### src/rtl/led_guard_pkg.sv
package led_guard_pkg;

    typedef enum logic [2:0] {
        CH_OFF,
        CH_RUN,
        CH_SHORT_WAIT,
        CH_OPEN_HIT,
        CH_SHORT_HIT
    } chan_state_t;

endpackage

### src/rtl/led_mode_decode.sv
module led_mode_decode #(
    parameter int NUM_CH = 2
) (
    input  logic              chip_en,
    input  logic              uvlo_trip,
    input  logic              one_ch_mode,
    output logic [NUM_CH-1:0] ch_enable
);

    logic powered;
    assign powered = chip_en && !uvlo_trip;

    for (genvar g = 0; g < NUM_CH; g++) begin : g_en
        if (g == 0) begin : g_first
            // the first channel runs in both modes
            assign ch_enable[g] = powered;
        end else begin : g_rest
            assign ch_enable[g] = powered && !one_ch_mode;
        end
    end

endmodule

### src/rtl/led_short_timer.sv
module led_short_timer #(
    parameter int SHORT_LIMIT = 32770
) (
    input  logic clk,
    input  logic rst_n,
    input  logic clr,
    input  logic inc,
    output logic done
);

    localparam int CNT_W = $clog2(SHORT_LIMIT + 1);
    localparam logic [CNT_W-1:0] LAST = CNT_W'(SHORT_LIMIT - 1);

    logic [CNT_W-1:0] cnt;

    always_ff @(posedge clk or negedge rst_n) begin
        if (!rst_n) begin
            cnt <= '0;
        end else if (clr) begin
            cnt <= '0;
        end else if (inc && cnt != LAST) begin
            cnt <= cnt + 1'b1;
        end
    end

    // true on the qualifying edge that completes the debounce window
    assign done = inc && (cnt == LAST);

endmodule

### src/rtl/led_chan_fsm.sv
module led_chan_fsm
    import led_guard_pkg::*;
#(
    parameter int SHORT_LIMIT = 32770
) (
    input  logic clk,
    input  logic rst_n,
    input  logic enable,
    input  logic pwm,
    input  logic open_cond,
    input  logic short_cond,
    output logic drive,
    output logic open_hit,
    output logic short_hit
);

    chan_state_t state, state_nx;
    logic        live;
    logic        t_inc;
    logic        t_clr;
    logic        t_done;

    assign live  = (state == CH_RUN) || (state == CH_SHORT_WAIT);
    assign t_inc = enable && live && pwm && short_cond && !open_cond;
    assign t_clr = !enable || !live || open_cond || (pwm && !short_cond);

    led_short_timer #(.SHORT_LIMIT(SHORT_LIMIT)) u_timer (
        .clk   (clk),
        .rst_n (rst_n),
        .clr   (t_clr),
        .inc   (t_inc),
        .done  (t_done)
    );

    always_ff @(posedge clk or negedge rst_n) begin
        if (!rst_n) begin
            state <= CH_OFF;
        end else begin
            state <= state_nx;
        end
    end

    always_comb begin
        state_nx = state;
        if (!enable) begin
            state_nx = CH_OFF;
        end else begin
            unique case (state)
                CH_OFF: begin
                    state_nx = CH_RUN;
                end
                CH_RUN: begin
                    if (open_cond) begin
                        state_nx = CH_OPEN_HIT;
                    end else if (pwm && short_cond) begin
                        state_nx = t_done ? CH_SHORT_HIT : CH_SHORT_WAIT;
                    end
                end
                CH_SHORT_WAIT: begin
                    if (open_cond) begin
                        state_nx = CH_OPEN_HIT;
                    end else if (pwm && short_cond && t_done) begin
                        state_nx = CH_SHORT_HIT;
                    end else if (pwm && !short_cond) begin
                        state_nx = CH_RUN;
                    end
                end
                CH_OPEN_HIT: begin
                    state_nx = CH_OPEN_HIT;
                end
                CH_SHORT_HIT: begin
                    state_nx = CH_SHORT_HIT;
                end
                default: begin
                    state_nx = CH_OFF;
                end
            endcase
        end
    end

    always_comb begin
        drive     = enable && pwm && live;
        open_hit  = (state == CH_OPEN_HIT);
        short_hit = (state == CH_SHORT_HIT);
    end

endmodule

### src/rtl/led_pair_guard.sv
module led_pair_guard #(
    parameter int NUM_CH      = 2,
    parameter int SHORT_LIMIT = 32770
) (
    input  logic              clk,
    input  logic              rst_n,
    input  logic              chip_en,
    input  logic              uvlo_trip,
    input  logic              one_ch_mode,
    input  logic              pwm_in,
    input  logic [NUM_CH-1:0] pin_low,
    input  logic [NUM_CH-1:0] pin_high,
    input  logic              out_above_open,
    input  logic              out_below_short,
    output logic [NUM_CH-1:0] ch_drive,
    output logic [NUM_CH-1:0] open_latch,
    output logic [NUM_CH-1:0] short_latch,
    output logic              fault_n
);

    logic [NUM_CH-1:0] ch_enable;

    led_mode_decode #(.NUM_CH(NUM_CH)) u_mode (
        .chip_en     (chip_en),
        .uvlo_trip   (uvlo_trip),
        .one_ch_mode (one_ch_mode),
        .ch_enable   (ch_enable)
    );

    for (genvar g = 0; g < NUM_CH; g++) begin : g_ch
        logic open_c;
        logic short_c;
        assign open_c  = pin_low[g] && out_above_open;
        assign short_c = pin_high[g] && out_below_short;

        led_chan_fsm #(.SHORT_LIMIT(SHORT_LIMIT)) u_fsm (
            .clk        (clk),
            .rst_n      (rst_n),
            .enable     (ch_enable[g]),
            .pwm        (pwm_in),
            .open_cond  (open_c),
            .short_cond (short_c),
            .drive      (ch_drive[g]),
            .open_hit   (open_latch[g]),
            .short_hit  (short_latch[g])
        );
    end

    assign fault_n = ~(|{open_latch, short_latch});

endmodule

### config.mk
export PLATFORM = sky130hd
export DESIGN_NAME = led_pair_guard
export DESIGN_NICKNAME = d
export VERILOG_FILES = /design/src/rtl/led_guard_pkg.sv /design/src/rtl/led_mode_decode.sv /design/src/rtl/led_short_timer.sv /design/src/rtl/led_chan_fsm.sv /design/src/rtl/led_pair_guard.sv
export SDC_FILE = /design/constraint.sdc
export NUM_CORES = 1
export LEC_CHECK = 0
export CAP_MARGIN = 20
export CORE_ASPECT_RATIO = 1.4
export CORE_UTILIZATION = 27
export DETAILED_ROUTE_END_ITERATION = 16
export SLEW_MARGIN = 25
export SYNTH_ARGS = -nofsm -noshare
export SYNTH_HDL_FRONTEND = slang
export SYNTH_HIERARCHICAL = 1
export SYNTH_SLANG_ARGS = --single-unit
### constraint.sdc
create_clock -name clk -period 2.4 [get_ports clk]
set_clock_uncertainty 0.05 [all_clocks]
set_input_delay 0.48 -clock clk [delete_from_list [all_inputs] [get_ports clk]]
set_output_delay 0.48 -clock clk [all_outputs]
set_load 0.005 [all_outputs]
==> results.yml, run 1 <==
drt:
  vias: 2086
  wire_per_inst_um: 12.9
  vias_per_cell: 5.13
  ant_nets: 0
  drt_iter0_drc: 114
  drc_errors: 0
  drtPass1Iterations: 6
  wirelength_um: 5230
placement:
  dp_hpwl_um: 3810
  dp.cells: 396
  place_area_um2: 2800
  gp_congestion: 0.856
  portBuffers: 18
  place_ws_ns: -0.463
critical_path:
  path_common_cell: "buf_4"
  critical_path_required_ns: 2.56
  crit_path_max_fanout: 4
  cp_cell_sequence: "clkdlybuf4s50_1, and2_1, a211oi_2, and3_4, buf_4, nand4_1, buf_4, or3_1, a21oi_1"
  crit_path_max_incr_delay_ns: 0.41
  start_kind: "input pin"
  worst_ep_arrival_time_ns: 2.46
  cp-end-kind: "flip-flop"
  crit_type: "in2reg"
  slowest_stage: "clkdlybuf4s50_1"
flow_run:
  cap_violations: 0
synthesis:
  synthArstFlopShare: 1.00
  post-synth-top-area-cell: "dfrtp_1"
  ys_types: 44
  ys_seq_area_frac: 0.400
  ys.flop_type: "dfrtp_1"
  ys_warn_count: 6
  netlist_top_cells_area: "dfrtp_1 40%, nor2_1 4.4%, xor2_1 4.4%"
  synth_nets: 274
  syn_area_um2: 2380
  yosys-top-cells-count: "38 x dfrtp_1, 28 x nor2_1, 16 x inv_1"
  synth_cells: 258
  netlist.area_leader.share: 0.400
  synth_edf_count: 0
  synth-seq-cells: 38
  syn_area_per_cell_um2: 9.22
  yosys.cell_count.top_type: "dfrtp_1"
power_and_ir_drop:
  leakage_uw: 0.00120
  power_density_nw_per_um2: 527
  switching_share: 0.205
  pwr-share-clk: 0.540
  p_seq_frac: 0.399
  pwr-share-comb: 0.060
  p_sw_uw: 330
  peakVddDrop_v: 0.000264
  intPower_uw: 1290
outcome:
  status: "complete, no violations"
worst_hold_path:
  hold_path_class: "in2async"
sta:
  rsz0062_at_grt: "no"
  min_period_ns: 2.29
  hold_violations: 0
  setup_viol: 0
  worst-slew-pin-transition_ns: 0.895
  maxSlewViolCount: 0
  worst_slack_ns: 0.105
  max_freq_mhz: 436
  fin_crit_sh: 0.956
  relSlewSlack: 0.403
global_routing:
  grt_max_degree: 39
  track_usage: 0.127
  antenna_found_initial: 0
  grt_pass1_vias: 2102
  grt_pass1_wl_um: 9140
  grt-ovfl-total: 0
clock_tree:
  clockBufferDepth: 2
  cts_tree: "done"
  cts_hold_buf: 0
  numCtsBuffers: 5
  clock_sinks: 38
  cts-root-buf: "clkbuf_16"
  htree_levels: 2
  clkTransAtPathRegs_ns: 0.06
  insertion_delay_ns: 0.29
layout:
  fin_nets: 317
  num_antenna_cells: 0
  drive_above_1_share: 0.212
  fin_cells: 407
  synthToLayoutAreaGrowth_pct: 28.9
  postLayoutCellArea_um2: 3070
floorplanning:
  placement_rows: 40
  start_util: 0.278
  core-area_um2: 8560
  num_io_pins: 19
  dieArea_um2: 9190
  die_w_um: 81.3
  die-height_um: 113
state kept, by name, indices dropped and copies added (netlist names):
name / count
g_ch.u_fsm/state: 6
g_ch.u_fsm/u_timer/cnt: 32
power by group through the flow:
stage,Clock [µW],Sequential [µW],Combinational (µW)
2_1_floorplan,0,657,37.0
3_3_place_gp,0,656,96.0
3_5_place_dp,0,657,96.9
4_1_cts,898,645,97.9
5_1_grt,916,645,109
6_report,873,645,97.6
final timing paths:
path                                                                 from                                         to  slack, ns  cells after the start
worst max register to register         g_ch[1].u_fsm/state[1]$_DFFE_PN0P_   g_ch[1].u_fsm/u_timer/cnt[8]$_DFFE_PN0P_       0.15                      8
worst max-delay path                                       out_above_open   g_ch[1].u_fsm/u_timer/cnt[8]$_DFFE_PN0P_       0.11                      9
worst min-delay path                                                rst_n   g_ch[1].u_fsm/u_timer/cnt[5]$_DFFE_PN0P_       0.26                      1
min in group clk                g_ch[1].u_fsm/u_timer/cnt[15]$_DFFE_PN0P_  g_ch[1].u_fsm/u_timer/cnt[15]$_DFFE_PN0P_       0.52                      2
worst min register to register  g_ch[1].u_fsm/u_timer/cnt[15]$_DFFE_PN0P_  g_ch[1].u_fsm/u_timer/cnt[15]$_DFFE_PN0P_       0.52                      2
max in group asynchronous                                           rst_n  g_ch[0].u_fsm/u_timer/cnt[15]$_DFFE_PN0P_       1.47                      1
layout make-up:
class,instances,area (µm²)
clock inverters,3,68.8
flip-flops and latches,38,951
repair buffers,49,407
fillers,868,5490
clock buffers,5,125
inverters,16,60.1
multi-input cells,191,1320
well taps,105,131
cell usage in the layout, fill, tap and decap left out, types with 6 or more instances in the layout:
cell type and instances:
a21oi_1 14, buf_4 31, clkdlybuf4s50_1 10, dfrtp_1 38
inv_1 16, nand2_1 12, nand2b_1 6, nand3_1 8
nand4_1 14, nor2_1 28, nor4_1 6, o21ai_0 6
o31ai_1 6, xnor2_1 6, xor2_1 12
what timing repair did:
item | CTS | global route
endpoints found under the setup margin | 20 | 13
resized for setup | 13 | 6
pin swaps | 5 | 3
buffers inserted | 3 | 0
metal layers:
layer | part of all wire | wire (µm) | track usage | vias up
met1 | 0.42 | 2200 | 0.144 | 1009
met5 | 0 | 0 | 0 | -
met2 | 0.52 | 2700 | 0.218 | 42
met4 | 0.031 | 161 | 0.0726 | 0
li1 | - | - | - | 1023
met3 | 0.031 | 162 | 0.0234 | 12
logic make-up after synthesis:
| group | synth area share |
|---|---|
| simple gates | 0.291 |
| compound gates | 0.148 |
| flops | 0.400 |
| buf+inv | 0.0642 |
| xor+xnor | 0.0663 |
| fa+ha+maj | 0.0210 |
| mux | 0.00947 |
per-stage QoR:
| step | total power [µW] | TNS (ns) | util | hold WS (ns) |
|---|---|---|---|---|
| global route | 1670 | 0 | 0.358 | 0.353 |
| floorplan | 694 | 0 | - | 0.134 |
| global placement | 752 | -8.34 | 0.327 | 0.496 |
| finish | 1620 | 0 | 0.358 | 0.261 |
| detailed placement | 753 | -9.18 | 0.327 | 0.519 |
| CTS | 1640 | 0 | 0.356 | 0.295 |
critical path, delay by kind of cell:
| family | cells | cell delay [ns] |
|---|---|---|
| and+or+nand+nor | 4 | 0.91 |
| buffers and inverters | 3 | 0.70 |
| AOI/OAI and AO/OA | 2 | 0.37 |
Note: power is estimated with default switching activity, not from simulation.
==> run 2: changes to the inputs <==
SKIP_CTS_REPAIR_TIMING = 1   (was not set)
==> run 2 against run 1 <==
Net effect:
- global-route usage about the same
- sequential power about the same
- worst hold slack gained 0.0085 ns
- count of clock-buffer cells in the layout did not move
==> results.yml, run 2 (synthesis results as in run 1) <==
critical_path:
  cp-end-kind: "flip-flop"
  rr_worst_depth: 7
  crit_path_max_fanout: 5
  critical_path_required_ns: 2.57
  start_kind: "flip-flop"
  worst_ep_arrival_time_ns: 2.50
  crit_type: "reg2reg"
power_and_ir_drop:
  p_sw_uw: 331
  pwr-share-comb: 0.062
  switching_share: 0.204
  peakVddDrop_v: 0.000264
  leakage_uw: 0.00124
  pwr-share-clk: 0.539
  intPower_uw: 1290
  power_density_nw_per_um2: 525
  p_seq_frac: 0.398
flow_run:
  cap_violations: 0
global_routing:
  grt_max_degree: 39
  grt_pass1_vias: 2090
  use_met3: 0.0234
  track_usage: 0.127
  antenna_found_initial: 0
  met2_usage: 0.217
  top_usage_layer: "met2"
  grt-ovfl-total: 0
  grt_pass1_wl_um: 9100
  grt_use_met1: 0.144
sta:
  min_period_ns: 2.33
  setup_viol: 0
  relSlewSlack: 0.397
  maxSlewViolCount: 0
  worst-slew-pin-transition_ns: 0.904
  max_freq_mhz: 429
  hold_violations: 0
  rsz0062_at_grt: "no"
  holdWs_ns: 0.270
  fin_crit_sh: 0.971
layout:
  regMostFlops: "g_ch.u_fsm/u_timer/cnt"
  num_antenna_cells: 0
  layout_commonest_cell: "dfrtp_1"
  nFillCells: 866
  fin_nets: 317
  fin_util: 0.361
  reg_top3: "g_ch.u_fsm/u_timer/cnt x32, g_ch.u_fsm/state x6"
  synthToLayoutAreaGrowth_pct: 29.8
  drive_above_1_share: 0.219
  final_cell_mix: "38 x dfrtp_1, 30 x buf_4, 28 x nor2_1"
  largest_reg_flops: 32
floorplanning:
  placement_rows: 40
  start_util: 0.278
  dieArea_um2: 9190
  num_io_pins: 19
  die-height_um: 113
  core-area_um2: 8560
  die_w_um: 81.3
placement:
  portBuffers: 18
  dp_hpwl_um: 3810
  gp_congestion: 0.856
drt:
  drt_iter0_drc: 103
  drc_errors: 0
  vias: 2082
  wire_per_inst_um: 13.0
  wirelength_um: 5310
  ant_nets: 0
  vias_per_cell: 5.12
  drtPass1Iterations: 4
clock_tree:
  clockBufferDepth: 2
  numCtsBuffers: 5
  cts-root-buf: "clkbuf_16"
  insertion_delay_ns: 0.29
  cts_tree: "done"
  clock_sinks: 38
  htree_levels: 2
  clkTransAtPathRegs_ns: 0.06
worst_hold_path:
  hold_path_class: "in2async"
outcome:
  status: "complete, no violations"
==> run 2: critical path: stages, from the launching register on <==
cell and delay [ns]:
dfrtp_1 0.43, nand2b_1 0.26, a211oi_2 0.29, and3_4 0.24, and4_4 0.25, nand3_4 0.08
or4_4 0.54, a21oi_2 0.13
==> run 2: stage by stage <==
stage | total power [µW] | setup TNS (ns) | worst slack [ns] | instances | area, µm²
3_3_place_gp | 752 | -8.34 | -0.379 | 396 | 2800
2_1_floorplan | 694 | 0 | 0.0856 | 258 | 2380
5_1_grt | 1670 | 0 | 0.00241 | 407 | 3090
3_5_place_dp | 753 | -9.18 | -0.463 | 396 | 2800
4_1_cts | 1640 | -1.41 | -0.292 | 404 | 3000
6_report | 1620 | 0 | 0.0699 | 407 | 3090
==> run 2: path summary, 6_finish.rpt <==
check	startpoint	end	slack, ns
max	g_ch[1].u_fsm/state[1]$_DFFE_PN0P_	g_ch[1].u_fsm/u_timer/cnt[15]$_DFFE_PN0P_	0.07
min	rst_n	g_ch[1].u_fsm/u_timer/cnt[5]$_DFFE_PN0P_	0.27
max reg2reg	g_ch[1].u_fsm/state[1]$_DFFE_PN0P_	g_ch[1].u_fsm/u_timer/cnt[15]$_DFFE_PN0P_	0.07
min reg2reg	g_ch[1].u_fsm/u_timer/cnt[14]$_DFFE_PN0P_	g_ch[1].u_fsm/u_timer/cnt[14]$_DFFE_PN0P_	0.53
max in group asynchronous	rst_n	g_ch[0].u_fsm/u_timer/cnt[15]$_DFFE_PN0P_	1.46
min in group clk	one_ch_mode	g_ch[1].u_fsm/state[2]$_DFFE_PN0P_	0.46
==> run 2: routing by layer <==
metal | vias up | part of all wire
met5 | - | 0
met4 | 0 | 0.031
met3 | 14 | 0.036
met2 | 48 | 0.52
met1 | 997 | 0.41
li1 | 1023 | -
==> run 2: power groups by stage <==
stage	combinational, µW	sequential (µW)	clock, µW
6_report	101	645	873
5_1_grt	112	645	916
4_1_cts	97.1	645	898
3_5_place_dp	96.9	657	0
3_3_place_gp	96.0	656	0
2_1_floorplan	37.0	657	0
==> run 2: layout make-up <==
type / count / area, µm² / area share
flip-flops and latches: 38 / 951 / 0.308
inverters: 16 / 60.1 / 0.0195
clock inverters: 3 / 68.8 / 0.0223
well taps: 105 / 131 / 0.0426
repair buffers: 48 / 415 / 0.135
multi-input cells: 192 / 1340 / 0.433
clock buffers: 5 / 125 / 0.0405
==> run 3: changes to the inputs <==
CTS_BUF_LIST = sky130_fd_sc_hd__clkbuf_4   (was not set)
clock period = 3 ns   (was 2.4 ns; I/O delays follow)
==> run 3 against run 2 <==
Net effect:
- combinational power decreased by 35%
- cell area decreased by 10%
- largest power group is now registers
- routed wire length decreased by 4.8%
- critical path type is now in2out
- highest routed layer unchanged
- worst hold slack improved by 0.024 ns
==> results.yml, run 3 (synthesis results as in run 1) <==
drt:
  wire_per_inst_um: 12.9
  drt_iter0_drc: 69
  ant_nets: 0
  drtPass1Iterations: 4
  vias: 2000
  drc_errors: 0
  vias_per_cell: 5.10
  wirelength_um: 5060
layout:
  regMostFlops: "g_ch.u_fsm/u_timer/cnt"
  drive_above_1_share: 0.132
  synthToLayoutAreaGrowth_pct: 16.3
  fin_nets: 302
  num_antenna_cells: 0
  final_cell_mix: "38 x dfrtp_1, 28 x nor2_1, 17 x clkdlybuf4s50_1"
  reg_top3: "g_ch.u_fsm/u_timer/cnt x32, g_ch.u_fsm/state x6"
  nFillCells: 885
  layout_commonest_cell: "dfrtp_1"
  largest_reg_flops: 32
  fin_util: 0.323
clock_tree:
  numCtsBuffers: 5
  htree_levels: 2
  insertion_delay_ns: 0.36
  clkTransAtPathRegs_ns: 0.12
  clockBufferDepth: 2
  clock_sinks: 38
  cts_tree: "done"
  cts-root-buf: "clkbuf_4"
floorplanning:
  start_util: 0.278
  dieArea_um2: 9190
  placement_rows: 40
  die_w_um: 81.3
  num_io_pins: 19
  die-height_um: 113
  core-area_um2: 8560
placement:
  dp_hpwl_um: 3740
  portBuffers: 18
  gp_congestion: 0.872
outcome:
  status: "complete, no violations"
sta:
  maxSlewViolCount: 0
  rsz0062_at_grt: "no"
  fin_crit_sh: 0.953
  min_period_ns: 2.86
  relSlewSlack: 0.423
  hold_violations: 0
  setup_viol: 0
  max_freq_mhz: 350
  setup_tns_ns: 0
  worst-slew-pin-transition_ns: 0.865
critical_path:
  start_kind: "input pin"
  critical_path_required_ns: 2.35
  cp-end-kind: "output port"
  crit_type: "in2out"
  crit_path_max_fanout: 4
  worst_ep_arrival_time_ns: 2.21
power_and_ir_drop:
  pwr-share-clk: 0.319
  p_seq_frac: 0.605
  leakage_uw: 0.00103
  power_density_nw_per_um2: 310
  pwr-share-comb: 0.076
  intPower_uw: 641
  switching_share: 0.252
  peakVddDrop_v: 0.000155
  p_sw_uw: 216
global_routing:
  grt_pass1_wl_um: 8840
  track_usage: 0.123
  grt_max_degree: 39
  grt_pass1_vias: 1962
  antenna_found_initial: 0
  grt-ovfl-total: 0
flow_run:
  cap_violations: 0
worst_hold_path:
  hold_path_class: "in2async"
==> run 3: worst max-delay path: stages <==
cell and delay, ns:
clkdlybuf4s50_1 0.44, nor3b_2 0.23, nand2b_1 0.15, a211oi_1 0.24
clkdlybuf4s50_1 0.55
==> run 3: stage by stage <==
stage	hold slack, ns	cells	area (µm²)	total power, µW	setup WS [ns]
after floorplan	0.254	258	2380	556	0.566
after global placement	0.507	384	2710	594	0.0814
after detailed placement	0.504	384	2710	595	0.0424
after CTS	0.317	392	2770	878	0.124
after global routing	0.362	392	2770	905	0.0448
final	0.293	392	2770	857	0.142
==> run 3: power groups by stage <==
stage                     Clock [µW]  Combinational, µW  Sequential, µW
final                            273               65.2             518
after global routing             312               73.8             519
after CTS                        293               66.7             518
after detailed placement           0               66.8             528
after global placement             0               66.0             528
after floorplan                    0               29.6             526
==> run 3: final timing paths <==
check,cells after the start,slack [ns],to,from
setup / recovery,5,0.14,ch_drive[1],uvlo_trip
hold / removal,1,0.29,g_ch[1].u_fsm/state[1]$_DFFE_PN0P_,rst_n
min in group clk,2,0.52,g_ch[1].u_fsm/u_timer/cnt[15]$_DFFE_PN0P_,g_ch[1].u_fsm/u_timer/cnt[15]$_DFFE_PN0P_
max in group asynchronous,1,2.07,g_ch[1].u_fsm/u_timer/cnt[15]$_DFFE_PN0P_,rst_n
setup reg to reg,7,0.61,g_ch[1].u_fsm/u_timer/cnt[15]$_DFFE_PN0P_,g_ch[1].u_fsm/state[1]$_DFFE_PN0P_
hold reg to reg,2,0.52,g_ch[1].u_fsm/u_timer/cnt[15]$_DFFE_PN0P_,g_ch[1].u_fsm/u_timer/cnt[15]$_DFFE_PN0P_
==> run 3: layout make-up <==
type,instances,area [µm²],area share
Clock inverter,2,8.76,0.00317
Clock buffer,6,45.0,0.0163
Tap cell,105,131,0.0475
Timing Repair Buffer,34,295,0.107
Sequential cell,38,951,0.344
Multi-Input combinational cell,191,1270,0.461
Inverter,16,60.1,0.0217
==> run 3: routing by layer <==
layer	global-route usage	part of all wire
met1	0.137	0.43
met5	0	0
met2	0.219	0.52
met3	0.0250	0.029
met4	0.0560	0.020
